==> src/rtl/rra_pkg.sv <==
package rra_pkg;

    localparam int RRA_MIN_REQ = 2;

    function automatic int rra_idx_width(input int n);
        return (n < RRA_MIN_REQ) ? 1 : $clog2(n);
    endfunction

endpackage

==> src/rtl/rra_above_mask.sv <==
module rra_above_mask #(
    parameter int NUM_REQ = 8,
    parameter int IDX_W   = 3
) (
    input  logic [IDX_W-1:0]   ptr_i,
    output logic [NUM_REQ-1:0] above_o
);

    // one constant-threshold comparator per lane: depth is one compare
    for (genvar i = 0; i < NUM_REQ; i++) begin : g_lane
        localparam logic [IDX_W-1:0] LANE_POS = IDX_W'(i);
        assign above_o[i] = (LANE_POS > ptr_i);
    end

endmodule

==> src/rtl/rra_tz_count.sv <==
module rra_tz_count #(
    parameter int NUM_REQ = 8,
    parameter int IDX_W   = 3
) (
    input  logic [NUM_REQ-1:0] vec_i,
    output logic               found_o,
    output logic [IDX_W-1:0]   pos_o
);

    localparam int PAD   = 1 << IDX_W;
    localparam int NODES = 2 * PAD - 1;

    logic [PAD-1:0]   vec_pad;
    logic [NODES-1:0] node_v;
    logic [IDX_W-1:0] node_p [NODES];

    if (PAD > NUM_REQ) begin : g_pad
        assign vec_pad = {{(PAD - NUM_REQ){1'b0}}, vec_i};
    end else begin : g_nopad
        assign vec_pad = vec_i;
    end

    // leaves: heap slots PAD-1 .. 2*PAD-2, leaf j is bit j
    for (genvar j = 0; j < PAD; j++) begin : g_leaf
        assign node_v[PAD-1+j] = vec_pad[j];
        assign node_p[PAD-1+j] = '0;
    end

    // internal nodes: lower half wins, upper half adds its level bit
    for (genvar d = 0; d < IDX_W; d++) begin : g_level
        localparam int LVL_BIT = IDX_W - 1 - d;
        for (genvar j = 0; j < (1 << d); j++) begin : g_node
            localparam int K  = (1 << d) - 1 + j;
            localparam int LO = 2 * K + 1;
            localparam int HI = 2 * K + 2;
            assign node_v[K] = node_v[LO] | node_v[HI];
            assign node_p[K] = node_v[LO] ? node_p[LO]
                                          : (node_p[HI] | (IDX_W'(1) << LVL_BIT));
        end
    end

    assign found_o = node_v[0];
    assign pos_o   = node_p[0];

endmodule

==> src/rtl/rot_ptr_arbiter.sv <==
module rot_ptr_arbiter
    import rra_pkg::*;
#(
    parameter int NUM_REQ = 8
) (
    input  logic                                 clk,
    input  logic                                 rst_n,
    input  logic [NUM_REQ-1:0]                   req,
    output logic [rra_idx_width(NUM_REQ)-1:0]    grant_idx,
    output logic [rra_idx_width(NUM_REQ)-1:0]    next_ptr
);

    localparam int IDX_W = rra_idx_width(NUM_REQ);

    typedef struct packed {
        logic [IDX_W-1:0] ptr;
    } arb_state_t;

    arb_state_t state_d, state_q;

    logic [NUM_REQ-1:0] above_mask;
    logic [NUM_REQ-1:0] req_above;
    logic               hi_found, any_found;
    logic [IDX_W-1:0]   hi_pos, any_pos;
    logic [IDX_W-1:0]   grant_d;
    logic [IDX_W-1:0]   next_ptr_d;

    rra_above_mask #(.NUM_REQ(NUM_REQ), .IDX_W(IDX_W)) u_mask (
        .ptr_i   (state_q.ptr),
        .above_o (above_mask)
    );

    assign req_above = req & above_mask;

    rra_tz_count #(.NUM_REQ(NUM_REQ), .IDX_W(IDX_W)) u_tz_above (
        .vec_i   (req_above),
        .found_o (hi_found),
        .pos_o   (hi_pos)
    );

    rra_tz_count #(.NUM_REQ(NUM_REQ), .IDX_W(IDX_W)) u_tz_all (
        .vec_i   (req),
        .found_o (any_found),
        .pos_o   (any_pos)
    );

    always_comb begin
        grant_d    = '0;
        next_ptr_d = state_q.ptr;
        if (hi_found) begin
            grant_d    = hi_pos;
            next_ptr_d = hi_pos;
        end else if (any_found) begin
            grant_d    = any_pos;
            next_ptr_d = any_pos;
        end
        state_d = state_q;
        if (next_ptr_d != state_q.ptr) begin
            state_d.ptr = next_ptr_d;
        end
    end

    always_ff @(posedge clk) begin
        if (!rst_n) begin
            state_q <= '0;
        end else begin
            state_q <= state_d;
        end
    end

    assign grant_idx = grant_d;
    assign next_ptr  = next_ptr_d;

endmodule

==> config.mk <==
export PLATFORM = sky130hd
export DESIGN_NAME = rot_ptr_arbiter
export DESIGN_NICKNAME = d
export VERILOG_FILES = /design/src/rtl/rra_pkg.sv /design/src/rtl/rra_above_mask.sv /design/src/rtl/rra_tz_count.sv /design/src/rtl/rot_ptr_arbiter.sv
export SDC_FILE = /design/constraint.sdc
export NUM_CORES = 1
export LEC_CHECK = 0
export BUFFER_PORTS_ARGS = -buffer_cell sky130_fd_sc_hd__buf_2
export CORE_AREA = 2 2 39 41
export DETAILED_ROUTE_END_ITERATION = 12
export DIE_AREA = 0 0 41 43
export PLACE_DENSITY = 0.6
export SLEW_MARGIN = 30
export SYNTH_ARGS = -nofsm -noshare
export SYNTH_HDL_FRONTEND = slang
export SYNTH_SLANG_ARGS = --single-unit
==> constraint.sdc <==
create_clock -name clk -period 2.5 [get_ports clk]
set_input_delay 0.125 -clock clk [delete_from_list [all_inputs] [get_ports clk]]
set_output_delay 0.125 -clock clk [all_outputs]
set_load 0.05 [all_outputs]
# Word level (Yosys, flattened, before mapping)
# Cells that the tools add are included.
# word_totals
reg_bits	3
inputBits	10
word_cells	43
output_inout_bits	6
# op_classes
n_lt_le_gt_ge	8
bitwise_logic	15
n_eq_ne	1
muxes	18
# ops
op	count
3-bit two-way mux	6
1-bit OR	14
3-bit greater-than comparator, first input constant	4
8-bit bitwise AND	1
1-bit two-way mux	8
2-bit two-way mux	4
1-bit by 3-bit greater-than comparator with 1-bit output, first input constant	2
2-bit by 3-bit greater-than comparator with 1-bit output, first input constant	2
3-bit inequality test	1

# Depth between registers and ports, before layout
# logic_depth
depth_word	7
depth_mapped	6
ltp_nobuf	5

# Hierarchy
# From an unflattened synthesis, not the netlist that was laid out.
# unflattened
cells_unflattened	67
area_unflattened_um2	430.4
# modules_own_cells
mod	instances	seq_area_each_um2	area_each_um2	cells_each
rot_ptr_arbiter	1	60.1	257.7	36
rra_tz_count	2	0.0	62.6	11
rra_above_mask	1	0.0	47.5	9

# Least setup slack after synthesis
# Ideal clock, no wire load.
# synth_path
kind	register to register
startpoint	register state_q[0] in the netlist's numbering
endpoint	register state_q[2] in the netlist's numbering
arrival_time_ns	1.925
required_time_ns	2.437
path_stages_with_launch	5
path_slack_ns	0.512
cell_sequence	dfxtp_1 -> or3b_1 -> and4_1 -> a21oi_1 -> and2_1
# synth_via
elab_chain_cells	7
word_cells_on_any_way	26
cone_classes	order compare (8); eq/ne (1); mux (9); bitwise (8)
# synth_lines
element	line	text
start, declared	rot_ptr_arbiter.sv:19	arb_state_t state_d, state_q;
start signal, assigned	rot_ptr_arbiter.sv:67	state_q <= state_d;
1-bit by 3-bit greater-than comparator with 1-bit output, or another cell as far along	rra_above_mask.sv:12	assign above_o[i] = (LANE_POS > ptr_i);
8-bit bitwise AND *	rot_ptr_arbiter.sv:33	assign req_above = req & above_mask;
1-bit OR (2 in series)	rra_tz_count.sv:36	assign node_v[K] = node_v[LO] | node_v[HI];
3-bit two-way mux / 1-bit OR (equally long branches)	rra_tz_count.sv:37, rra_tz_count.sv:36	
3-bit two-way mux *	rot_ptr_arbiter.sv:50	if (hi_found) begin
via next_ptr[2]	rot_ptr_arbiter.sv:10	output logic [rra_idx_width(NUM_REQ)-1:0] next_ptr
3-bit inequality test	rot_ptr_arbiter.sv:58	if (next_ptr_d != state_q.ptr) begin
# The timed path passes the listed nets; every way through them passes the cells marked *.
# A chain may end at the register's enable or synchronous reset.

# Final worst setup path
# layout_path
startpoint	register state_q[1] in the netlist's numbering
endpoint	output next_ptr[1]
# layout_via
elab_chain_cells	6
word_cells_on_any_way	21
cone_classes	order compare (8); mux (5); bitwise (8)
# layout_lines
element	line
3-bit greater-than comparator, or another cell as far along	rra_above_mask.sv:12
8-bit bitwise AND	rot_ptr_arbiter.sv:33
1-bit OR	rra_tz_count.sv:36
2-bit two-way mux / 1-bit OR (equally long branches)	rra_tz_count.sv:37, rra_tz_count.sv:36
3-bit two-way mux / 1-bit OR (equally long branches)	rra_tz_count.sv:37, rra_tz_count.sv:36
3-bit two-way mux *	rot_ptr_arbiter.sv:50
end, declared	rot_ptr_arbiter.sv:10
# Mark *: on every way between the ends. The rest lies on a longest branch, timed or not.

==> flow_summary_export.csv <==
group,metric,value,unit
yosys,syn_inst,59,
floorplan,fp.dieH,43,um
cells_and_area,area_growth,27.1,%
cells_and_area,final_area,528,um2
detailed_routing,route.final.wire_length,1110,um
timing,slew_violations,0,
cells_and_area,fillCellCount,156,
grt,grtUsageTotal,0.150,
grt,overflow,0,
timing,timing.hold.ws,0.122,ns
yosys,avgSynthCellArea,7.04,um2
setup_path,arrival,1.98,ns
yosys,yosysWarnings,0,
timing,hold_viol,0,
cts,cts_root_buffer,"clkbuf_4",
min_path,hp-class,"input pin to flop",
yosys,ys_ff_latch,3,
yosys,synth_compound_area_frac,0.301,
placed_design,place_congestion,0.782,
cts,h-tree-depth,1,
floorplan,io_pins,16,
placed_design,place_ws,0.639,ns
pwr,power_leakage,0.236,nW
yosys,yosys.cell_types.count,32,
pwr,vdd_drop_max,0.000490,V
grt,grt_pass1_wl,1820,um
timing,finalCritPeriodShare,0.843,
timing,fin_worst_skew,0.000321,ns
detailed_routing,viasPerCell,5.35,
cts,clkLatencyLatePin,0.23,ns
detailed_routing,wl_per_cell,12.1,um
floorplan,die-area,1760,um2
cells_and_area,top_register,"state_q",
yosys,synth_edf_count,0,
cts,cts_tree,"yes",
cts,holdBufCountCts,0,
setup_path,path_cells,"nor3b_1 -> a2111oi_0 -> a21oi_1 -> o31ai_2 -> buf_2",
cells_and_area,fin_util,0.382,
placed_design,dp_hpwl,835,um
floorplan,rows,14,
yosys,syn_nets,69,
yosys,synth_xor_area_frac,0,
yosys,yosysSeqAreaShare,0.145,
floorplan,initial_core_util,0.300,
setup_path,path_max_fanout,11,
detailed_routing,firstDrtPassIters,4,
detailed_routing,drc,0,
timing,fin_tns_setup,0,ns
grt,grt_max_degree,12,
yosys,synthMuxAreaShare,0.0241,
cts,cts_resized,0,
yosys,netlist_area,415,um2
yosys,synthSimpleGateAreaFrac,0.491,
setup_path,crit_family,"compound AO/OA/AOI/OAI gates",
cts,clkSlewWorstSetupHoldPaths,0.04,ns
timing,tightest_slew,0.688,ns
grt,antenna_found_initial,0,
cells_and_area,n_antenna_cell,0,
timing,rsz0062_at_grt,"false",
grt,first_global_vias,442,
setup_path,slowest_stage,"a2111oi_0",
timing,min_period,2.11,ns
setup_path,critical_path_class,"flop to primary output",
detailed_routing,ant_nets,0,
yosys,synth_top_family_by_area,"simple AND/OR/NAND/NOR gates",
timing,slew_headroom,0.530,
setup_path,critPathRequiredTime,2.38,ns
placed_design,io_buffers,15,
setup_path,critPathCaptureType,"primary output",
setup_path,setup.worst_path.start_class,"flop",
cells_and_area,largestRegisters,"state_q (3)",
cts,post_cts.repair.setup_buffers,0,
setup_path,slowest_delay,0.63,ns
cells_and_area,largest_reg_flops,3,
floorplan,core-area,1380,um2
pwr,power_per_cell_area,746,nW/um2
setup_path,cp_num_buf_inv,1,
yosys,synthAdderAreaFrac,0,
timing,setup_viol,0,
detailed_routing,drt_iter0_markers,8,
job,drv_cap,0,
cts,numCtsBuffers,3,
cts,cts_buffer_depth,2,
yosys,synthArstFlopShare,0,
floorplan,dieWidth,41,um
cts,cts.sinks,3,
timing,fin_ws,0.392,ns
placed_design,place_area,502,um2
cells_and_area,layout-drive-gt1-share,0.303,
outcome,outcome,"complete, no violations",
yosys,synth_flop_cell,"dfxtp_1",
detailed_routing,vias,492,
timing,timing.fmax,0.474,GHz
cells_and_area,fin_nets,87,
[worst reg2reg max path, delay by kind of cell (launching register included)]
family,cells,cell delay (ns)
compound gates,1,0.13
mux,1,0.28
flops,1,0.40
simple gates,3,0.76
[placed cells by master (no fill, tap or decap), types with 2 or more instances in the layout]
master / n
nand2_1: 6
and2_1: 2
o21ai_0: 3
a21oi_1: 5
inv_1: 2
nand2b_1: 5
clkbuf_4: 3
dfxtp_1: 3
nor3_1: 2
nor2_1: 5
nor2b_1: 4
buf_2: 15
[synth_stat cells, drive strengths merged (2+ instances only)]
cell | number | share of area
o21ai | 3 | 0.036
nand2 | 6 | 0.054
a21oi | 5 | 0.060
nor2 | 5 | 0.045
nand2b | 5 | 0.075
and2 | 2 | 0.030
inv | 2 | 0.018
dfxtp | 3 | 0.14
nor3 | 2 | 0.024
nor2b | 4 | 0.060
[power by group]
part	switching (mW)	internal [mW]
Sequential	0.0195	0.0565
Combinational	0.164	0.0699
Clock	0.0246	0.0598
[cells by family (layout without fill, tap and decap cells)]
group | Yosys count | in the layout
and+or+nand+nor | 33 | 33
muxes | 1 | 1
AOI/OAI and AO/OA | 18 | 18
DFF | 3 | 3
buffers and inverters | 4 | 21
[area by class of cell]
| class | count | area [um2] | area share |
|---|---|---|---|
| well taps | 16 | 20.0 | 0.0379 |
| flip-flops and latches | 3 | 60.1 | 0.114 |
| multi-input cells | 52 | 339 | 0.642 |
| repair buffers | 15 | 75.1 | 0.142 |
| inverters | 2 | 7.51 | 0.0142 |
| clock buffers | 4 | 26.3 | 0.0498 |
[stage by stage]
stage                     power (mW)  instances
after floorplan                0.255         59
after global placement         0.309         88
after detailed placement       0.310         88
after CTS                      0.399         92
after global routing           0.424         92
final                          0.394         92
[per-layer routing]
layer	track usage	up-vias	share of wire	wire, um
met5	0	-	0	0
met1	0.189	232	0.45	504
met2	0.238	8	0.51	568
li1	-	252	-	-
met4	0.0400	0	0	0
met3	0.0471	0	0.037	41
[worst paths after layout]
kind | start | to | cells past startpoint | slack (ns)
setup / recovery | state_q[1] | next_ptr[1] | 5 | 0.39
hold reg to reg | state_q[0] | state_q[0] | 2 | 0.61
setup reg to reg | state_q[1] | state_q[0] | 5 | 0.79
hold / removal | rst_n | state_q[1] | 2 | 0.12
Power figures use the tool's default switching activity.
